File: src/rtl/wdt_pkg.sv
package wdt_pkg;
    localparam int IDX_W  = 4;
    localparam int CODE_W = 3;

    localparam logic [7:0] OFS_CTRL = 8'h00;
    localparam logic [7:0] OFS_TOUT = 8'h04;
    localparam logic [7:0] OFS_CNT  = 8'h08;
    localparam logic [7:0] OFS_KICK = 8'h0C;
    localparam logic [7:0] OFS_STAT = 8'h10;
    localparam logic [7:0] OFS_ACK  = 8'h14;

    localparam logic [7:0] KICK_KEY = 8'h76;

    typedef enum logic {
        RESP_RESET = 1'b0,
        RESP_IRQ   = 1'b1
    } resp_e;
endpackage

File: src/rtl/wdt_downcnt.sv
module wdt_downcnt #(
    parameter int W = 31
) (
    input  logic         clk,
    input  logic         rst_n,
    input  logic         run,
    input  logic         load,
    input  logic [W-1:0] load_val,
    output logic [W-1:0] cnt,
    output logic         expire
);
    logic [W-1:0] cnt_d, cnt_q;

    always_comb begin
        expire = run && !load && (cnt_q == '0);
        cnt_d  = cnt_q;
        if (load || expire)
            cnt_d = load_val;
        else if (run)
            cnt_d = cnt_q - 1'b1;
    end

    always_ff @(posedge clk or negedge rst_n) begin
        if (!rst_n) cnt_q <= '0;
        else        cnt_q <= cnt_d;
    end

    assign cnt = cnt_q;

    AST_CNT_DECREMENT: assert property (@(posedge clk) disable iff (!rst_n)
        (run && !load && cnt_q != '0) |=> (cnt_q == $past(cnt_q) - 1'b1));
    AST_CNT_HOLD_IDLE: assert property (@(posedge clk) disable iff (!rst_n)
        (!run && !load) |=> $stable(cnt_q));
endmodule

File: src/rtl/wdt_pulse.sv
module wdt_pulse #(
    parameter int CODE_W = 3
) (
    input  logic              clk,
    input  logic              rst_n,
    input  logic              fire,
    input  logic [CODE_W-1:0] code,
    output logic              active
);
    localparam int LEN_W = 1 << CODE_W;

    typedef struct packed {
        logic             act;
        logic [LEN_W-1:0] left;
    } pstate_t;

    pstate_t st_d, st_q;

    always_comb begin
        st_d = st_q;
        if (fire) begin
            st_d.act  = 1'b1;
            st_d.left = {LEN_W{1'b1}} >> (CODE_W'(LEN_W - 1) - code);
        end else if (st_q.act) begin
            if (st_q.left == '0) st_d.act = 1'b0;
            else                 st_d.left = st_q.left - 1'b1;
        end
    end

    always_ff @(posedge clk or negedge rst_n) begin
        if (!rst_n) st_q <= '0;
        else        st_q <= st_d;
    end

    assign active = st_q.act;

    AST_PULSE_HOLDS: assert property (@(posedge clk) disable iff (!rst_n)
        (st_q.act && st_q.left != '0 && !fire) |=> st_q.act);
    AST_PULSE_ENDS: assert property (@(posedge clk) disable iff (!rst_n)
        (st_q.act && st_q.left == '0 && !fire) |=> !st_q.act);
endmodule

File: src/rtl/wdt_core.sv
module wdt_core
    import wdt_pkg::*;
#(
    parameter int BASE_SHIFT = 16,
    parameter int ADDR_W     = 8
) (
    input  logic              clk,
    input  logic              rst_n,
    input  logic              bus_sel,
    input  logic              bus_write,
    input  logic [ADDR_W-1:0] bus_addr,
    input  logic [7:0]        bus_wdata,
    output logic [31:0]       bus_rdata,
    output logic              irq,
    output logic              sys_rst_req
);
    localparam int NUM_IDX = 1 << IDX_W;
    localparam int CNT_W   = BASE_SHIFT + NUM_IDX - 1;

    typedef struct packed {
        logic              en;
        resp_e             mode;
        logic [CODE_W-1:0] code;
        logic [IDX_W-1:0]  idx;
        logic              irq;
    } regs_t;

    localparam regs_t REGS_RST = '{en: 1'b0, mode: RESP_RESET, code: '0,
                                   idx: IDX_W'(NUM_IDX - 1), irq: 1'b0};

    regs_t r_d, r_q;

    logic             wr, rd;
    logic             hit_ctrl, hit_tout, hit_cnt, hit_kick, hit_stat, hit_ack;
    logic             kick_ok, en_rise, cnt_load, expire, fire, irq_set;
    logic [CNT_W-1:0] period, cnt;

    always_comb begin
        wr       = bus_sel && bus_write;
        rd       = bus_sel && !bus_write;
        hit_ctrl = (bus_addr == ADDR_W'(OFS_CTRL));
        hit_tout = (bus_addr == ADDR_W'(OFS_TOUT));
        hit_cnt  = (bus_addr == ADDR_W'(OFS_CNT));
        hit_kick = (bus_addr == ADDR_W'(OFS_KICK));
        hit_stat = (bus_addr == ADDR_W'(OFS_STAT));
        hit_ack  = (bus_addr == ADDR_W'(OFS_ACK));

        period   = {CNT_W{1'b1}} >> (IDX_W'(NUM_IDX - 1) - r_q.idx);
        kick_ok  = wr && hit_kick && (bus_wdata == KICK_KEY) && r_q.en;
        en_rise  = wr && hit_ctrl && bus_wdata[0] && !r_q.en;
        cnt_load = kick_ok || en_rise;

        fire     = expire && ((r_q.mode == RESP_RESET) || r_q.irq);
        irq_set  = expire && (r_q.mode == RESP_IRQ) && !r_q.irq;

        r_d = r_q;
        if (wr && hit_ctrl) begin
            r_d.en   = r_q.en | bus_wdata[0];
            r_d.mode = resp_e'(bus_wdata[1]);
            r_d.code = bus_wdata[CODE_W+1:2];
        end
        if (wr && hit_tout)
            r_d.idx = bus_wdata[IDX_W-1:0];
        if ((rd && hit_ack) || kick_ok)
            r_d.irq = 1'b0;
        if (irq_set)
            r_d.irq = 1'b1;

        bus_rdata = '0;
        if (rd) begin
            if (hit_ctrl) bus_rdata = 32'({r_q.code, r_q.mode, r_q.en});
            if (hit_tout) bus_rdata = 32'(r_q.idx);
            if (hit_cnt)  bus_rdata = 32'(cnt);
            if (hit_stat) bus_rdata = 32'(r_q.irq);
        end
    end

    always_ff @(posedge clk or negedge rst_n) begin
        if (!rst_n) r_q <= REGS_RST;
        else        r_q <= r_d;
    end

    wdt_downcnt #(.W(CNT_W)) u_cnt (
        .clk      (clk),
        .rst_n    (rst_n),
        .run      (r_q.en),
        .load     (cnt_load),
        .load_val (period),
        .cnt      (cnt),
        .expire   (expire)
    );

    wdt_pulse #(.CODE_W(CODE_W)) u_pulse (
        .clk    (clk),
        .rst_n  (rst_n),
        .fire   (fire),
        .code   (r_q.code),
        .active (sys_rst_req)
    );

    assign irq = r_q.irq;

    AST_EN_STICKY: assert property (@(posedge clk) disable iff (!rst_n)
        r_q.en |=> r_q.en);
    AST_DIRECT_RESET: assert property (@(posedge clk) disable iff (!rst_n)
        (expire && r_q.mode == RESP_RESET) |=> sys_rst_req);
    AST_FIRST_EXPIRY_IRQ: assert property (@(posedge clk) disable iff (!rst_n)
        (expire && r_q.mode == RESP_IRQ && !r_q.irq) |=> irq);
    AST_SECOND_EXPIRY_RESET: assert property (@(posedge clk) disable iff (!rst_n)
        (expire && r_q.irq) |=> sys_rst_req);
    AST_BAD_KEY_NO_IRQ_CHANGE: assert property (@(posedge clk) disable iff (!rst_n)
        (wr && hit_kick && bus_wdata != KICK_KEY && !expire) |=> (irq == $past(irq)));
    AST_ACK_CLEARS: assert property (@(posedge clk) disable iff (!rst_n)
        (rd && hit_ack && !expire) |=> !irq);
    AST_IDLE_NO_EXPIRY: assert property (@(posedge clk) disable iff (!rst_n)
        !r_q.en |-> !expire);
endmodule

File: config.mk
export PLATFORM = sky130hd
export DESIGN_NAME = wdt_core
export DESIGN_NICKNAME = d
export VERILOG_FILES = /design/src/rtl/wdt_pkg.sv /design/src/rtl/wdt_downcnt.sv /design/src/rtl/wdt_pulse.sv /design/src/rtl/wdt_core.sv
export SDC_FILE = /design/constraint.sdc
export NUM_CORES = 1
export LEC_CHECK = 0
export BUFFER_PORTS_ARGS = -buffer_cell sky130_fd_sc_hd__buf_2
export CAP_MARGIN = 15
export CORE_MARGIN = 2
export CORE_UTILIZATION = 38
export DETAILED_ROUTE_END_ITERATION = 10
export PLACE_DENSITY_LB_ADDON = 0.1
export SYNTH_ARGS = -nofsm -noshare
export SYNTH_HDL_FRONTEND = slang
export SYNTH_SLANG_ARGS = --single-unit
File: constraint.sdc
create_clock -name clk -period 4.7 [get_ports clk]
set_input_delay 0.235 -clock clk [delete_from_list [all_inputs] [get_ports clk]]
set_output_delay 0.235 -clock clk [all_outputs]
set_load 0.01 [all_outputs]
==> impl_metrics.json, run 1 <==
{
  "synth.yosys.seq_area_share": 0.392,
  "leakage_uw": 0.00156,
  "setup_total_negative_slack_ps": 0,
  "largest_net_degree_at_the_start_of_global_routing": 51,
  "route.final.wire_length_mm": 8.53,
  "p_int_uw": 836,
  "cts-root-to-sink-buffers": 2,
  "cell_with_the_biggest_individual_delay_on_the_critical_path": "sky130_fd_sc_hd__or4_1",
  "filler_cells": 851,
  "first_pass_iteration_count_of_the_detailed_router": 5,
  "num_io_pins": 54,
  "area_of_the_die_um2": 9170,
  "syn-num-nets": 398,
  "die_width_um": 95.8,
  "power.density_nw_per_um2": 355,
  "clkSinkCount": 50,
  "critPathMaxStageDelay_ps": 650,
  "layout_skew_ps": 8.87,
  "worst_setup_path_start_kind": "register",
  "grt_overflow_total": 0,
  "regToRegEndpoint": "u_pulse.st_q[1]",
  "start_util": 0.391,
  "ys_seq_elements": 50,
  "p_sw_frac": 0.351,
  "core_region_area_um2": 8180,
  "drc_violations": 0,
  "via_count_of_the_first_global_routing_pass": 2764,
  "globalplace.congestion": 0.805,
  "worst_skew_pair.late_latency_ps": 310,
  "power.switching_uw": 453,
  "drive_above_1_share": 0.205,
  "design_area_um2": 3630,
  "post_drt_via_cell_ratio": 5.75,
  "dieHeight_um": 95.8,
  "synth_enable_flop_cells": 0,
  "finalMaxSlewViolations": 0,
  "fin_crit_sh": 0.719,
  "timing.critical_path.fanout_max": 15,
  "synth_cells": 375,
  "rsz_0062_raised_after_global_routing": "false",
  "reg2reg_from": "u_cnt.cnt[17]",
  "design.final.nets": 436,
  "ctsHtreeMaxLevel": 2,
  "number_of_antenna_violations_at_the_first_check_in_global_routing": 0,
  "worst-r2r-cell-count": 6,
  "placed_area_um2": 3520,
  "hpwl_mm": 5.94,
  "syn_area_per_cell_um2": 8.53,
  "yosys-top-cells-area": "sky130_fd_sc_hd__dfrtp_1 (36%), sky130_fd_sc_hd__and2_1 (5.1%), sky130_fd_sc_hd__nor2_1 (3.8%)",
  "num_vias": 2984,
  "cts_made_buffers": 5,
  "outcome": "completed",
  "synth_commonest_cells": "sky130_fd_sc_hd__dfrtp_1 (46), sky130_fd_sc_hd__nor2_1 (32), sky130_fd_sc_hd__nand2_1 (29)",
  "antennaDiodeCount": 0,
  "postCtsHoldBufs": 0,
  "dominant_register_cell_in_the_synthesized_netlist": "sky130_fd_sc_hd__dfrtp_1",
  "hold_viol": 0,
  "yosysUniqueCellTypes": 60,
  "combPwrFrac": 0.253,
  "least_margin_pin_slew_ps": 1140,
  "max-cap-violations": 0,
  "required_ps": 4880,
  "mappedNetlistArea_um2": 3200,
  "post_cts_setup_buffer_count": 0,
  "avgRoutedWirePerCell_um": 16.4,
  "drtAntennaViolNets": 0,
  "clk_pin_slew_worst_paths_ps": 100,
  "areaGrowthSynthToFinish_pct": 13.4,
  "timing.final.setup_violations": 0,
  "ys_async_sr_fraction": 1.00,
  "cell_seen_most_often_among_critical_path_stages": "sky130_fd_sc_hd__or4_1",
  "yosysWarnings": 0,
  "cts_tree": "done",
  "setup.worst_path.end_class": "register",
  "grt_util_all_layers": 0.191,
  "hp-class": "primary input to async pin",
  "worst-r2r-setup-slack_ps": 1320,
  "ctsResizeCount": 0,
  "slew_headroom": 0.233,
  "proportion_of_netlist_area_held_by_the_largest_area_contributor": 0.360,
  "sequentialPowerShare": 0.507,
  "power.share.clock": 0.241,
  "synth_top_area_cell": "sky130_fd_sc_hd__dfrtp_1",
  "path_cells": "or4_1 -> or4_1 -> nor4_4 -> nand3_1 -> nor4_1 -> a21oi_1",
  "irDropWorstVdd_mv": 0.136,
  "row_count": 33,
  "initialDrtViolationCount": 172,
  "maxClockFrequency_mhz": 296,
  "grt_pass1_wl_mm": 13.8,
  "cts_root_buffer": "sky130_fd_sc_hd__clkbuf_8",
  "period_minus_slack_ps": 3380,
  "worst-setup-path-type": "register to register",
  "buffer_ports.inserted": 52,
  "cp.arrival_ps": 3560,
  "synthMostInstantiatedCell": "sky130_fd_sc_hd__dfrtp_1"
}
==> metrics by stage <==
stage,power [uW],instances,hold slack (ps),utilization,worst slack (ps)
6_report,1290,519,8.52,0.444,1320
5_1_grt,1390,519,84.5,0.444,1040
4_1_cts,1300,519,46.7,0.444,1310
3_5_place_dp,986,511,388,0.430,1320
3_3_place_gp,979,511,394,0.430,1340
2_1_floorplan,886,375,-60.6,-,1880
==> area by class of cell <==
| type | instances | area, um2 | area share |
|---|---|---|---|
| timing repair buffer | 55 | 283 | 0.0779 |
| clock inverter | 3 | 45.0 | 0.0124 |
| multi-input combinational | 290 | 1800 | 0.497 |
| inverter | 11 | 41.3 | 0.0114 |
| clock buffer | 5 | 68.8 | 0.0190 |
| tap | 105 | 131 | 0.0362 |
| sequential | 50 | 1260 | 0.346 |
==> worst max path at each step <==
stage	startpoint	to	slack, ps	depth (start not counted)
finish	u_cnt.cnt[17]	u_pulse.st_q[1]	1320	6
floorplan	u_cnt.cnt[17]	u_cnt.cnt[18]	1880	8
global placement	u_cnt.cnt[17]	u_cnt.cnt[28]	1340	5
global route	u_cnt.cnt[0]	u_pulse.st_q[1]	1040	8
detailed placement	u_cnt.cnt[17]	u_pulse.st_q[1]	1320	6
CTS	u_cnt.cnt[17]	u_pulse.st_q[1]	1310	6
==> cells in the final DEF, fill, tap and decap left out, types with 4 or more instances in the layout <==
| cell type | instances |
|---|---|
| sky130_fd_sc_hd__nor3_1 | 21 |
| sky130_fd_sc_hd__dfstp_2 | 4 |
| sky130_fd_sc_hd__mux2_2 | 9 |
| sky130_fd_sc_hd__o31ai_1 | 5 |
| sky130_fd_sc_hd__xnor2_1 | 8 |
| sky130_fd_sc_hd__nor2_1 | 32 |
| sky130_fd_sc_hd__inv_1 | 11 |
| sky130_fd_sc_hd__nor4_1 | 10 |
| sky130_fd_sc_hd__nand3_1 | 14 |
| sky130_fd_sc_hd__buf_2 | 52 |
| sky130_fd_sc_hd__a211oi_1 | 4 |
| sky130_fd_sc_hd__a31oi_1 | 5 |
| sky130_fd_sc_hd__a21oi_1 | 23 |
| sky130_fd_sc_hd__or3_1 | 7 |
| sky130_fd_sc_hd__mux2i_1 | 4 |
| sky130_fd_sc_hd__dfrtp_1 | 46 |
| sky130_fd_sc_hd__or4_1 | 14 |
| sky130_fd_sc_hd__o21ai_0 | 20 |
| sky130_fd_sc_hd__clkbuf_8 | 5 |
| sky130_fd_sc_hd__and2_1 | 26 |
| sky130_fd_sc_hd__o211ai_1 | 5 |
| sky130_fd_sc_hd__nand2_1 | 29 |
==> registers in the layout, indices dropped and copies added, names as in the netlist <==
name	flops
u_cnt.cnt	31
u_pulse.active	1
irq	1
u_pulse.st_q	8
r_q	9
==> metal layers <==
| layer | global-route usage | share of wire | vias to the layer above |
|---|---|---|---|
| li1 | - | - | 1453 |
| met1 | 0.273 | 0.50 | 1431 |
| met2 | 0.307 | 0.44 | 93 |
| met3 | 0.0290 | 0.056 | 7 |
| met4 | 0.0369 | 0.0084 | 0 |
| met5 | 0 | 0 | - |
==> cells by family after synthesis <==
family,after synthesis,share of synthesized area
buffers and inverters,35,0.0438
other,1,0.00117
muxes,13,0.0442
and+or+nand+nor,175,0.301
adders and majority gates,3,0.0117
AOI/OAI and AO/OA,87,0.175
xor gates and xnor gates,11,0.0301
DFF,50,0.392
==> power groups by stage <==
| stage | logic (uW) | registers, uW | clock network (uW) |
|---|---|---|---|
| global route | 374 | 675 | 339 |
| floorplan | 267 | 620 | 0 |
| CTS | 329 | 653 | 320 |
| detailed placement | 325 | 660 | 0 |
| global placement | 322 | 658 | 0 |
| finish | 326 | 654 | 310 |
==> worst max-delay path: cells and delay by family (launching register included) <==
kind            cells  cell delay, ps
flops               1             470
simple gates        5            2710
compound gates      1              70
No activity file was read; power rests on OpenSTA's default activity.
==> inputs of run 2 (changes only) <==
==> constraint.sdc (replaced) <==
create_clock -name clk -period 3.17 [get_ports clk]
set_input_delay 0.1585 -clock clk [delete_from_list [all_inputs] [get_ports clk]]
set_output_delay 0.1585 -clock clk [all_outputs]
set_load 0.01 [all_outputs]
==> impl_metrics.json, run 2 (same netlist as run 1, synthesis figures left out) <==
{
  "drc_violations": 0,
  "post_cts_setup_buffer_count": 0,
  "design_power_total_uw": 1960,
  "outcome": "completed",
  "period_minus_slack_ps": 2940,
  "reg2reg_from": "u_cnt.cnt[18]",
  "clkSinkCount": 50,
  "largest_net_degree_at_the_start_of_global_routing": 48,
  "setup_total_negative_slack_ps": 0,
  "grt_pass1_wl_mm": 14.3,
  "setup.worst_path.end_class": "register",
  "final_common_cell": "sky130_fd_sc_hd__buf_2",
  "start_util": 0.391,
  "leakage_uw": 0.00164,
  "postCtsHoldBufs": 0,
  "cts_root_buffer": "sky130_fd_sc_hd__clkbuf_8",
  "dieHeight_um": 95.8,
  "cp.arrival_ps": 3150,
  "hp-class": "primary input to register",
  "num_io_pins": 54,
  "worst_skew_pair.late_latency_ps": 320,
  "timing.final.setup_violations": 0,
  "buffer_ports.inserted": 52,
  "hold_viol": 0,
  "num_vias": 3039,
  "power.density_nw_per_um2": 521,
  "hpwl_mm": 6.11,
  "rsz_0062_raised_after_global_routing": "false",
  "areaGrowthSynthToFinish_pct": 17.6,
  "area_of_the_multi_input_gates_um2": 1800,
  "maxClockFrequency_mhz": 340,
  "finalMaxSlewViolations": 0,
  "max-cap-violations": 0,
  "avgRoutedWirePerCell_um": 16.2,
  "design_area_um2": 3760,
  "crit_path_from": "u_cnt.cnt[18]",
  "drtAntennaViolNets": 0,
  "worst-r2r-setup-slack_ps": 230,
  "post_drt_via_cell_ratio": 5.69,
  "fin_crit_sh": 0.927,
  "globalplace.congestion": 0.871,
  "grt_overflow_total": 0,
  "sequential_cell_area_um2": 1260,
  "required_ps": 3380,
  "via_count_of_the_first_global_routing_pass": 2952,
  "clk_pin_slew_worst_paths_ps": 100,
  "core_region_area_um2": 8180,
  "area_of_the_die_um2": 9170,
  "regToRegEndpoint": "u_cnt.cnt[18]",
  "final_critical_path_setup_slack_ps": 230,
  "layout_skew_ps": 11.3,
  "initialDrtViolationCount": 216,
  "worst-r2r-cell-count": 6,
  "flip_flop_count_of_the_largest_register_all_copies_and_words_added": 31,
  "ctsResizeCount": 0,
  "antennaDiodeCount": 0,
  "least_margin_pin_slew_ps": 668,
  "number_of_antenna_violations_at_the_first_check_in_global_routing": 0,
  "die_width_um": 95.8,
  "route.final.wire_length_mm": 8.66,
  "row_count": 33,
  "worst-setup-path-type": "register to register",
  "filler_cells": 826,
  "slew_headroom": 0.554,
  "critical_path.endpoint": "u_cnt.cnt[18]",
  "placed_area_um2": 3610,
  "mostFrequentLayoutCells": "sky130_fd_sc_hd__buf_2 (52), sky130_fd_sc_hd__dfrtp_1 (46), sky130_fd_sc_hd__nor2_1 (32), sky130_fd_sc_hd__nand2_1 (29), sky130_fd_sc_hd__and2_1 (26)",
  "cts-root-to-sink-buffers": 2,
  "place_worst_setup_slack_ps": 264,
  "irDropWorstVdd_mv": 0.195,
  "drive_above_1_share": 0.231,
  "grt_util_all_layers": 0.200,
  "timing.critical_path.fanout_max": 10,
  "cts_made_buffers": 5,
  "worst_setup_path_start_kind": "register",
  "first_pass_iteration_count_of_the_detailed_router": 4,
  "cts_tree": "done",
  "design.final.nets": 451,
  "ctsHtreeMaxLevel": 2
}
## run 2: how the worst min path moves through the flow
stage / cells after the start / end / slack, ps / startpoint
floorplan: 0 / irq / -140 / rst_n
global placement: 1 / u_pulse.st_q[2] / 420 / rst_n
detailed placement: 1 / u_pulse.st_q[2] / 420 / rst_n
CTS: 1 / u_pulse.st_q[2] / 80 / rst_n
global route: 2 / r_q[7] / 100 / bus_wdata[4]
finish: 2 / r_q[7] / 110 / bus_wdata[4]
## run 2: where the power goes
group          internal (uW)  leakage, uW  switching (uW)  total (uW)
logic                    250     0.000970             280         530
registers                782     0.000622             177         959
clock network            235    0.0000504             238         473
total                   1270      0.00164             695        1960
## run 2: worst max-delay path, cell delays in order, from the launching register on
cell and delay [ps]:
sky130_fd_sc_hd__dfrtp_1 440, sky130_fd_sc_hd__or4_1 510, sky130_fd_sc_hd__or4_1 590, sky130_fd_sc_hd__or4_4 610
sky130_fd_sc_hd__nand2_2 210, sky130_fd_sc_hd__o21ai_0 120, sky130_fd_sc_hd__a221o_1 350
## run 2: layout make-up
cell class / instances / area share
well taps: 105 / 0.0349
multi-input cells: 290 / 0.479
clock buffers: 5 / 0.0183
repair buffers: 70 / 0.111
inverters: 11 / 0.0110
flip-flops and latches: 50 / 0.334
clock inverters: 3 / 0.0120
## run 2: through the flow
step	hold WS, ps	utilization	cells
floorplan	-137	-	375
global route	100	0.461	534
finish	106	0.461	534
CTS	83.6	0.456	532
global placement	422	0.442	524
detailed placement	423	0.442	524
## run 2: per-layer routing
layer / GRT usage / up-vias / routed length [um]
li1: - / 1478 / -
met1: 0.283 / 1435 / 4170
met2: 0.308 / 106 / 3790
met3: 0.0313 / 20 / 514
met4: 0.0750 / 0 / 184
met5: 0 / - / 0
